===== config.mk =====
export PLATFORM = sky130hd
export DESIGN_NAME = dual_bus_dispatch
export DESIGN_NICKNAME = d
export VERILOG_FILES = /design/src/rtl/dd_pkg.sv /design/src/rtl/dd_mailbox.sv /design/src/rtl/dd_health.sv /design/src/rtl/dd_route.sv /design/src/rtl/dual_bus_dispatch.sv
export SDC_FILE = /design/constraint.sdc
export NUM_CORES = 1
export LEC_CHECK = 0
export ABC_AREA = 1
export BUFFER_PORTS_ARGS = -buffer_cell sky130_fd_sc_hd__buf_2
export CAP_MARGIN = 20
export CORE_ASPECT_RATIO = 1.25
export CORE_MARGIN = 2
export CORE_UTILIZATION = 40
export CTS_BUF_LIST = sky130_fd_sc_hd__clkbuf_4 sky130_fd_sc_hd__clkbuf_8 sky130_fd_sc_hd__clkbuf_16
export DETAILED_ROUTE_END_ITERATION = 8
export PLACE_DENSITY = 0.63
export SYNTH_ARGS = -nofsm -noshare
export SYNTH_HDL_FRONTEND = slang
export SYNTH_HIERARCHICAL = 1
export SYNTH_SLANG_ARGS = --single-unit

===== constraint.sdc =====
create_clock -name clk -period 3.4 [get_ports clk]
set_input_delay 0.68 -clock clk [delete_from_list [all_inputs] [get_ports clk]]
set_output_delay 0.68 -clock clk [all_outputs]
set_load 0.1 [all_outputs]

===== src/rtl/dd_pkg.sv =====
// Shared constants for the dual-channel dispatcher.
// Assumes exactly two channels; index 0 is the primary channel.
package dd_pkg;
    localparam int NCH       = 2;
    localparam int PRIMARY   = 0;
    localparam int BACKUP    = 1;
endpackage


===== src/rtl/dd_mailbox.sv =====
// Per-channel transmit mailbox: a small FIFO of DEPTH frames.
// Assumes the caller never pushes into a full box without a pop
// and never pops an empty box; assertions guard both.
module dd_mailbox #(
    parameter int W     = 16,
    parameter int DEPTH = 3
) (
    input  logic                        clk,
    input  logic                        rst_n,
    input  logic                        push,
    input  logic [W-1:0]                push_data,
    input  logic                        pop,
    output logic                        head_valid,
    output logic [W-1:0]                head_data,
    output logic [$clog2(DEPTH+1)-1:0]  count
);
    localparam int CNT_W = $clog2(DEPTH+1);
    localparam int PTR_W = (DEPTH > 1) ? $clog2(DEPTH) : 1;

    logic [W-1:0]     slot [DEPTH];
    logic [PTR_W-1:0] rd_ptr, wr_ptr;

    // Storage write at the tail.
    always_ff @(posedge clk) begin
        if (push) slot[wr_ptr] <= push_data;
    end

    // Pointer and occupancy bookkeeping with wrap at DEPTH.
    always_ff @(posedge clk) begin
        if (!rst_n) begin
            rd_ptr <= '0;
            wr_ptr <= '0;
            count  <= '0;
        end else begin
            if (push) wr_ptr <= (wr_ptr == PTR_W'(DEPTH-1)) ? '0 : wr_ptr + 1'b1;
            if (pop)  rd_ptr <= (rd_ptr == PTR_W'(DEPTH-1)) ? '0 : rd_ptr + 1'b1;
            count <= count + CNT_W'(push) - CNT_W'(pop);
        end
    end

    // Head presentation.
    assign head_valid = (count != '0);
    assign head_data  = slot[rd_ptr];

    AST_NO_OVERFLOW: assert property (@(posedge clk) disable iff (!rst_n)
        (push && !pop) |-> (count < CNT_W'(DEPTH)));
    AST_NO_UNDERFLOW: assert property (@(posedge clk) disable iff (!rst_n)
        pop |-> (count != '0));
endmodule


===== src/rtl/dd_health.sv =====
// Per-channel health tracker: merges error-passive and bus-off into one
// fault, issues a test-frame request every POLL_CYCLES while faulted and
// clears the fault at a request when the channel looks clean again.
module dd_health #(
    parameter int TEC_W       = 9,
    parameter int POLL_CYCLES = 1000,
    parameter int TEC_LIMIT   = 128
) (
    input  logic             clk,
    input  logic             rst_n,
    input  logic             epass,
    input  logic             boff,
    input  logic [TEC_W-1:0] tec,
    output logic             fault,
    output logic             probe
);
    localparam int PW = $clog2(POLL_CYCLES + 1);

    logic [PW-1:0] poll_cnt;
    logic          bad;
    logic          clean;

    // Merged fault condition and recovery condition.
    assign bad   = epass | boff;
    assign clean = !bad && (tec < TEC_W'(TEC_LIMIT));
    assign probe = fault && (poll_cnt == PW'(POLL_CYCLES - 1));

    // Fault flag: set on any bad indication, cleared only at a probe.
    always_ff @(posedge clk) begin
        if (!rst_n)              fault <= 1'b0;
        else if (bad)            fault <= 1'b1;
        else if (probe && clean) fault <= 1'b0;
    end

    // Poll interval counter, running only while faulted.
    always_ff @(posedge clk) begin
        if (!rst_n || !fault || probe) poll_cnt <= '0;
        else                           poll_cnt <= poll_cnt + 1'b1;
    end

    AST_FAULT_LATCH: assert property (@(posedge clk) disable iff (!rst_n)
        bad |=> fault);
    AST_PROBE_FAULTED: assert property (@(posedge clk) disable iff (!rst_n)
        probe |-> fault);
    AST_RECOVER_AT_PROBE: assert property (@(posedge clk) disable iff (!rst_n)
        $fell(fault) |-> $past(probe));
endmodule


===== src/rtl/dd_route.sv =====
// Routing decision: migration of a faulted channel's pending frames,
// primary-first placement with overflow, idle-based balancing to the
// backup, and input stall. Purely combinational except the idle streak.
module dd_route #(
    parameter int DEPTH       = 3,
    parameter int IDLE_CYCLES = 8
) (
    input  logic                       clk,
    input  logic                       rst_n,
    input  logic [$clog2(DEPTH+1)-1:0] cnt0,
    input  logic [$clog2(DEPTH+1)-1:0] cnt1,
    input  logic [1:0]                 fault,
    input  logic                       in_valid,
    output logic                       in_ready,
    output logic [1:0]                 enq,
    output logic [1:0]                 recall
);
    localparam int CNT_W = $clog2(DEPTH+1);
    localparam int SW    = $clog2(IDLE_CYCLES + 1);

    logic [SW-1:0] streak;
    logic          full0, full1, both_ok, mig_pend, balance, to_backup;
    logic [1:0]    in_enq;

    assign full0   = (cnt0 == CNT_W'(DEPTH));
    assign full1   = (cnt1 == CNT_W'(DEPTH));
    assign both_ok = !fault[0] && !fault[1];

    // Migration: faulted box with content and a healthy partner.
    always_comb begin
        recall[0] = fault[0] && !fault[1] && (cnt0 != '0) && !full1;
        recall[1] = fault[1] && !fault[0] && (cnt1 != '0) && !full0;
        mig_pend  = (fault[0] && !fault[1] && (cnt0 != '0)) ||
                    (fault[1] && !fault[0] && (cnt1 != '0));
    end

    // Input placement and readiness.
    assign balance   = (streak == SW'(IDLE_CYCLES)) && (cnt1 == '0);
    assign to_backup = full0 || balance;
    always_comb begin
        in_ready = 1'b0;
        in_enq   = 2'b00;
        if (!mig_pend) begin
            if (both_ok) begin
                in_ready = to_backup ? !full1 : !full0;
                in_enq   = to_backup ? 2'b10 : 2'b01;
            end else if (!fault[0]) begin
                in_ready = !full0;
                in_enq   = 2'b01;
            end else if (!fault[1]) begin
                in_ready = !full1;
                in_enq   = 2'b10;
            end
        end
        enq = ({2{in_valid && in_ready}} & in_enq) | {recall[0], recall[1]};
    end

    // Idle streak of the backup box while the primary holds work.
    always_ff @(posedge clk) begin
        if (!rst_n || !both_ok || cnt1 != '0 || cnt0 == '0) streak <= '0;
        else if (streak != SW'(IDLE_CYCLES))                streak <= streak + 1'b1;
    end

    AST_HOLD_DURING_MOVE: assert property (@(posedge clk) disable iff (!rst_n)
        (recall != 2'b00) |-> !in_ready);
    AST_SINGLE_MOVE: assert property (@(posedge clk) disable iff (!rst_n)
        $onehot0(recall));
endmodule


===== src/rtl/dual_bus_dispatch.sv =====
// Top of the dual-channel redundant transmit dispatcher. Two mailboxes,
// two health trackers and one router. Index 0 is the primary channel.
// Assumes the controllers pulse ch_sent only for a presented head frame;
// stray pulses are masked.
module dual_bus_dispatch #(
    parameter int DATA_W      = 16,
    parameter int DEPTH       = 3,
    parameter int TEC_W       = 9,
    parameter int POLL_CYCLES = 1000,
    parameter int IDLE_CYCLES = 8
) (
    input  logic                        clk,
    input  logic                        rst_n,
    input  logic                        in_valid,
    output logic                        in_ready,
    input  logic [DATA_W-1:0]           in_data,
    input  logic [1:0]                  ch_epass,
    input  logic [1:0]                  ch_boff,
    input  logic [1:0][TEC_W-1:0]       ch_tec,
    output logic [1:0]                  ch_head_valid,
    output logic [1:0][DATA_W-1:0]      ch_head_data,
    input  logic [1:0]                  ch_sent,
    output logic [1:0]                  ch_push,
    output logic [1:0]                  ch_recall,
    output logic [1:0]                  ch_probe,
    output logic [1:0]                  ch_fault,
    output logic                        all_down
);
    import dd_pkg::*;
    localparam int CNT_W = $clog2(DEPTH+1);

    logic [NCH-1:0]             box_valid;
    logic [CNT_W-1:0]           box_cnt [NCH];
    logic [NCH-1:0]             box_pop;
    logic [NCH-1:0][DATA_W-1:0] box_wdata;

    genvar g;
    generate
        for (g = 0; g < NCH; g++) begin : g_ch
            // Write data: migrated frame from the partner, else new input.
            assign box_wdata[g] = ch_recall[NCH-1-g] ? ch_head_data[NCH-1-g] : in_data;
            // Pop: read-back for migration, or a sent frame on a live channel.
            assign box_pop[g]   = ch_recall[g] | (ch_sent[g] & ch_head_valid[g]);
            assign ch_head_valid[g] = box_valid[g] & ~ch_fault[g];

            dd_mailbox #(.W(DATA_W), .DEPTH(DEPTH)) u_box (
                .clk        (clk),
                .rst_n      (rst_n),
                .push       (ch_push[g]),
                .push_data  (box_wdata[g]),
                .pop        (box_pop[g]),
                .head_valid (box_valid[g]),
                .head_data  (ch_head_data[g]),
                .count      (box_cnt[g])
            );

            dd_health #(.TEC_W(TEC_W), .POLL_CYCLES(POLL_CYCLES), .TEC_LIMIT(128)) u_health (
                .clk   (clk),
                .rst_n (rst_n),
                .epass (ch_epass[g]),
                .boff  (ch_boff[g]),
                .tec   (ch_tec[g]),
                .fault (ch_fault[g]),
                .probe (ch_probe[g])
            );

            AST_HEAD_WITHHELD: assert property (@(posedge clk) disable iff (!rst_n)
                ch_fault[g] |-> !ch_head_valid[g]);
        end
    endgenerate

    dd_route #(.DEPTH(DEPTH), .IDLE_CYCLES(IDLE_CYCLES)) u_route (
        .clk      (clk),
        .rst_n    (rst_n),
        .cnt0     (box_cnt[PRIMARY]),
        .cnt1     (box_cnt[BACKUP]),
        .fault    (ch_fault),
        .in_valid (in_valid),
        .in_ready (in_ready),
        .enq      (ch_push),
        .recall   (ch_recall)
    );

    // Both channels out of service.
    assign all_down = &ch_fault;

    AST_ALL_DOWN_STALL: assert property (@(posedge clk) disable iff (!rst_n)
        all_down |-> (!in_ready && ch_push == 2'b00 && ch_recall == 2'b00));
    AST_SINGLE_FAULT_ROUTE: assert property (@(posedge clk) disable iff (!rst_n)
        (ch_fault == 2'b01 && in_valid && in_ready) |-> (ch_push == 2'b10));
endmodule


======== Yosys cells after proc, flatten, opt, wreduce, memory -nomap -nowiden ========
Memories as Yosys holds them, arrays and structs flattened. A register that Yosys moved wholly into a read port is not among the register bits.
Index checks and enable logic that the tools add are counted.
storage, ports and cells
  flip-flop bits (word level) ............. 38
  memory bits (writable) .................. 96
  input port bits ......................... 43
  output and inout port bits .............. 44
  logic and storage cells ................. 115
  memories kept ........................... 2
memories
  name                depth  bits a word  rd ports  clocked after memory_dff  write ports  line              source
  g_ch[0].u_box.slot  3      16           1         1                         1            dd_mailbox.sv:20  logic [W-1:0] slot [DEPTH];
  g_ch[1].u_box.slot  3      16           1         1                         1            dd_mailbox.sv:20
operators by class
  add/sub/neg operators ................... 11
  order comparisons ....................... 2
  eq/ne operators ......................... 10
  muxes and demuxes ....................... 28
  bitwise operators ....................... 12
  reductions and logical operators ........ 39
operator list
  operator                                                    count
  two-way mux 16 bit                                          2
  two-way mux 2 bit                                           13
  adder 10 x 1 -> 10 bit, second input constant               2
  equality test 10 bit, second input constant                 2
  less-than comparator 9 x 8 -> 1 bit, second input constant  2
  logical AND 1 bit                                           15
  two-way mux 1 bit                                           13
  equality test 2 bit, second input constant                  6
  logical OR 1 bit                                            9
  adder 2 x 1 -> 2 bit, second input constant                 4
  logical NOT 1 bit                                           8
  nonzero test 2 bit                                          4
  adder 2 x 1 -> 2 bit                                        2
  adder 4 x 1 -> 4 bit, second input constant                 1
  AND 1 bit                                                   4
  equality test 4 bit, second input constant                  1
  logical NOT 2 bit                                           2
  inequality test 4 bit, second input constant                1
  OR 1 bit                                                    4
  subtractor 2 x 1 -> 2 bit                                   2
  AND 2 bit                                                   1
  NOT 1 bit                                                   2
  OR 2 bit                                                    1
  AND reduction 2 bit                                         1

======== Longest topological paths before layout ========
  depth after elaboration ................. 11
  gate-level depth with buffers ........... 15
  mapped depth without buffers ............ 14

======== Modules after synthesis ========
The synthesis kept the hierarchy.
by module, submodules not included
  module             instances  cells an instance  area an instance (um2)  sequential area each (um2)
  dd_mailbox         2          162                2195.9                  1601.5
  dd_health          2          75                 551.8                   220.2
  dual_bus_dispatch  1          100                435.4                   0.0
  dd_route           1          62                 379.1                   80.1

======== Worst setup path after synthesis ========
No wires, ideal clock.
  path type ............................... register to register
  start point ............................. reg g_ch[0].u_health.fault
  end point ............................... mem g_ch[1].u_box.slot[2][0], enable pin
  setup time .............................. 0.409 ns
  arrival ................................. 5.435 ns
  data required time ...................... 2.991 ns
  path slack .............................. -2.444 ns
  stages on the path, launching flop included .. 9
  buffers on the path ..................... 0
  clock period less this slack ............ 5.844 ns
  cell sequence ........................... dfxtp_1 inv_1 nor2_2 nand2_2 a21oi_1 inv_1 nand2_1 inv_1 nor3_1
on the way
  elaborated cells between the ends (all ways) .. 19
  those cells by class .................... 8 x mux; 2 x bitwise; 9 x reduce/logical
RTL lines
  element                                  line                     source
  start, declared                          dd_health.sv:14          output logic fault,
  start signal, assigned                   dd_health.sv:30          if (!rst_n) fault <= 1'b0;
  start signal, assigned                   dd_health.sv:31          else if (bad) fault <= 1'b1;
  start signal, assigned                   dd_health.sv:32          else if (probe && clean) fault <= 1'b0;
  logical AND 1 bit (3 in series)          dd_route.sv:31           recall[0] = fault[0] && !fault[1] && (cnt0 != '0) && !full1;
  net ch_recall[0]                         dual_bus_dispatch.sv:24  output logic [1:0] ch_recall,
  OR 2 bit                                 dd_route.sv:55           enq = ({2{in_valid && in_ready}} & in_enq) | {recall[0], recall[1]};
  net ch_push[1]                           dual_bus_dispatch.sv:23  output logic [1:0] ch_push,
  two-way mux 1 bit                        dd_mailbox.sv:25         if (push) slot[wr_ptr] <= push_data;
  two-way mux 1 bit (implied by the code)  dd_mailbox.sv:25
  end, declared                            dd_mailbox.sv:20
The timed path passes the listed nets, and every way through them passes these cells.

==> flow_summary.yaml <==
clock_network:
  cts_resized: 0
  cts_sinks: 138
  clockRootBuffer: "clkbuf_16"
  post-cts-setup-buffers: 0
  clk-insertion-delay-late_ns: 0.41
  cts_inserted_buffers: 17
  cts_max_level: 4
  cts_hold_buffers: 0
  ctsLongestPathBuffers: 2
  cts_tree: "done"
  clkTransAtPathRegs_ns: 0.05
synthesis:
  synth-adder-area-share: 0.0159
  synth-compound-area-share: 0.108
  netlist_area_um2: 6310
  synth_seq_cells: 138
  muxShareOfSynthArea: 0
  synth.yosys.seq_area_share: 0.590
  yosys_warnings: 6
  postSynthCellCount: 636
  synthSimpleGateAreaFrac: 0.183
  net_count_of_the_mapped_netlist: 687
  synth-xor-area-share: 0.0153
  largest_family_of_logic_cells_by_synthesized_area: "simple AND/OR/NAND/NOR gates"
  post_synth_num_cell_types: 29
  mean_area_per_synthesized_cell_um2: 9.92
power_and_ir_drop:
  power.ir.vdd_worst_mv: 0.368
  pwr-share-comb: 0.355
  power.share.clock: 0.303
  share_seq_of_total_power: 0.342
  intPower_mw: 3.56
  netSwitchingFraction: 0.423
  power.net_switching_mw: 2.61
  p_per_area_nw_per_um2: 835
  leakage_power_of_the_design_nw: 2.91
detailed_routing:
  vias: 4530
  drc: 0
  drt_pass1_iterations: 4
  via_density: 4.85
  avgRoutedWirePerCell_um: 14.9
  ant_nets: 0
  routed_wirelength_um: 13900
  drt_iter0_drc: 300
worst_setup_path:
  worst-endpoint-required_ns: 2.72
  path_class: "register to primary output"
  regToRegStartpoint: "u_route/streak[0]"
  timing.critical_path.from_type: "register"
  cp_data_arrival_time_ns: 2.21
  cp_max_fo: 17
  end_kind: "primary output"
  r2r_slack_ns: 0.97
floorplanning:
  floorplan.core_area_um2: 15500
  die_area_um2: 16800
  starting_density_of_the_core: 0.407
  core.rowCount: 51
  dieHeight_um: 144
  io_pins: 87
  die_width_um: 116
layout:
  register_area_um2: 3730
  share_of_cells_above_drive_strength_1: 0.253
  stdcell_count: 934
  multi_input_comb_area_um2: 2080
  insertedDiodeCount: 0
  post-route-cell-area_um2: 7390
  fillerInstances: 1466
  design.final.nets: 760
  area_growth_syn_to_layout_pct: 17.1
timing:
  report.final.setup_viol: 0
  finalHoldWorstSlack_ns: 0.465
  worst_pin_slew_ns: 0.876
  max_freq_ghz: 0.346
  relSlewSlack: 0.414
  min_period_ns: 2.89
  final-hold-violation-count: 0
  rsz0062_at_grt: "false"
  final_slew_viol_count: 0
  clock_skew_ns: 0.00565
  final_min_period_over_clock_period: 0.851
  fin_tns_setup_ns: 0
grt:
  grt_overflow: 0
  first_global_vias: 4564
  grt_max_degree: 35
  global_route_wire_length_before_repair_um: 22400
  grt_antenna_before_repair: 0
  grt_usage: 0.177
min_path:
  path_category_of_the_worst_min_delay_check: "register to register"
  hold_start: "g_ch[0].u_box/wr_ptr[1]"
place:
  placement.cell_area_um2: 6780
  buffer_ports.inserted: 72
  dp_cells: 902
  dp.final_hpwl_um: 9760
  finalWeightedCongestion: 0.851
outcome:
  outcome: "complete, no violations"
job:
  cap_viol_max_count: 0
[stage by stage]
| stage | worst slack, ns | util | power, mW |
|---|---|---|---|
| 2_1_floorplan | 0.0104 | - | 3.99 |
| 3_3_place_gp | 0.943 | 0.438 | 4.30 |
| 3_5_place_dp | 0.902 | 0.438 | 4.35 |
| 4_1_cts | 0.457 | 0.477 | 6.22 |
| 5_1_grt | 0.378 | 0.477 | 6.41 |
| 6_report | 0.507 | 0.477 | 6.17 |
[logic make-up (layout without fill, tap and decap cells)]
| kind of cell | count (synthesis) | count (layout) |
|---|---|---|
| fa+ha+maj | 8 | 8 |
| buf+inv | 105 | 191 |
| compound gates | 121 | 121 |
| xor+xnor | 11 | 11 |
| simple gates | 253 | 253 |
| flops | 138 | 138 |
[path summary, 6_finish.rpt]
check | endpoint | depth (start not counted)
worst min-delay path | g_ch[0].u_box/wr_ptr[1] | 2
worst max-delay path | ch_head_data[4] | 4
worst min register to register | g_ch[0].u_box/wr_ptr[1] | 2
worst max register to register | g_ch[0].u_box/slot[2][2] | 9
[area by class of cell]
cell class	instances	area share
clock buffer	17	0.0576
clock inverter	15	0.0244
tap	212	0.0359
timing repair buffer	74	0.0508
sequential	138	0.504
multi-input combinational	393	0.282
inverter	85	0.0452
[cell usage after synthesis]
cell type	count	area [um2]
nand2_1	109	409
nor2_2	14	87.6
buf_4	4	30.0
inv_1	80	300
a21oi_2	20	175
xnor2_1	9	78.8
dfxtp_1	42	841
or2_4	1	8.76
xor2_1	2	17.5
edfxtp_1	96	2880
o21ai_1	1	5.00
inv_2	1	3.75
nor2_1	64	240
buf_12	2	40.0
nor2_4	1	11.3
buf_2	2	10.0
clkinv_4	2	17.5
nand3b_1	6	45.0
o21ai_0	38	190
ha_1	8	100
nand3_1	19	95.1
nor3_1	2	10.0
o211ai_1	1	7.51
inv_4	2	12.5
nand4_1	5	31.3
nand2_2	27	169
a21oi_1	61	305
nand3_2	5	50.1
buf_6	12	135
[registers in the layout, summed over array words and instances (netlist names), named ones only]
signal	flops
g_ch.u_box/count	4
g_ch.u_box/rd_ptr	4
g_ch.u_box/slot	96
g_ch.u_box/wr_ptr	4
g_ch.u_health/fault	2
g_ch.u_health/poll_cnt	20
u_route/streak	4
[worst max-delay path, cell delays in order (launching register included)]
cell and delay [ns]:
dfxtp_1 0.85, clkinv_4 0.37, nand2_1 0.14, a21oi_1 0.12, buf_2 0.32
[routing by layer]
layer,wire [um],up-vias,global-route usage
li1,-,2251,-
met1,6040,2143,0.210
met2,6990,125,0.312
met3,773,11,0.0495
met4,106,0,0.0489
met5,0,-,0
[power by group through the flow]
stage / registers, mW / clock network, mW / logic [mW]
floorplan: 2.10 / 0 / 1.90
global placement: 2.13 / 0 / 2.17
detailed placement: 2.14 / 0 / 2.20
CTS: 2.11 / 1.90 / 2.21
global route: 2.12 / 1.98 / 2.31
finish: 2.11 / 1.87 / 2.19
[cell usage in the layout, fill, tap and decap left out, types with 3 or more instances in the layout]
cell type,count
clkinv_2,4
a21oi_1,60
inv_1,80
a21oi_2,20
buf_2,72
nand4_1,5
nor2_1,63
nand3_2,5
xnor2_1,9
clkbuf_16,17
nand2_1,107
nand3_1,19
o21ai_0,38
bufinv_16,4
dfxtp_1,40
nor2_2,14
ha_1,8
edfxtp_1,96
clkinv_4,3
clkinv_1,4
nand3b_1,6
nand2_2,29
Note: power is estimated with default switching activity, not from simulation.
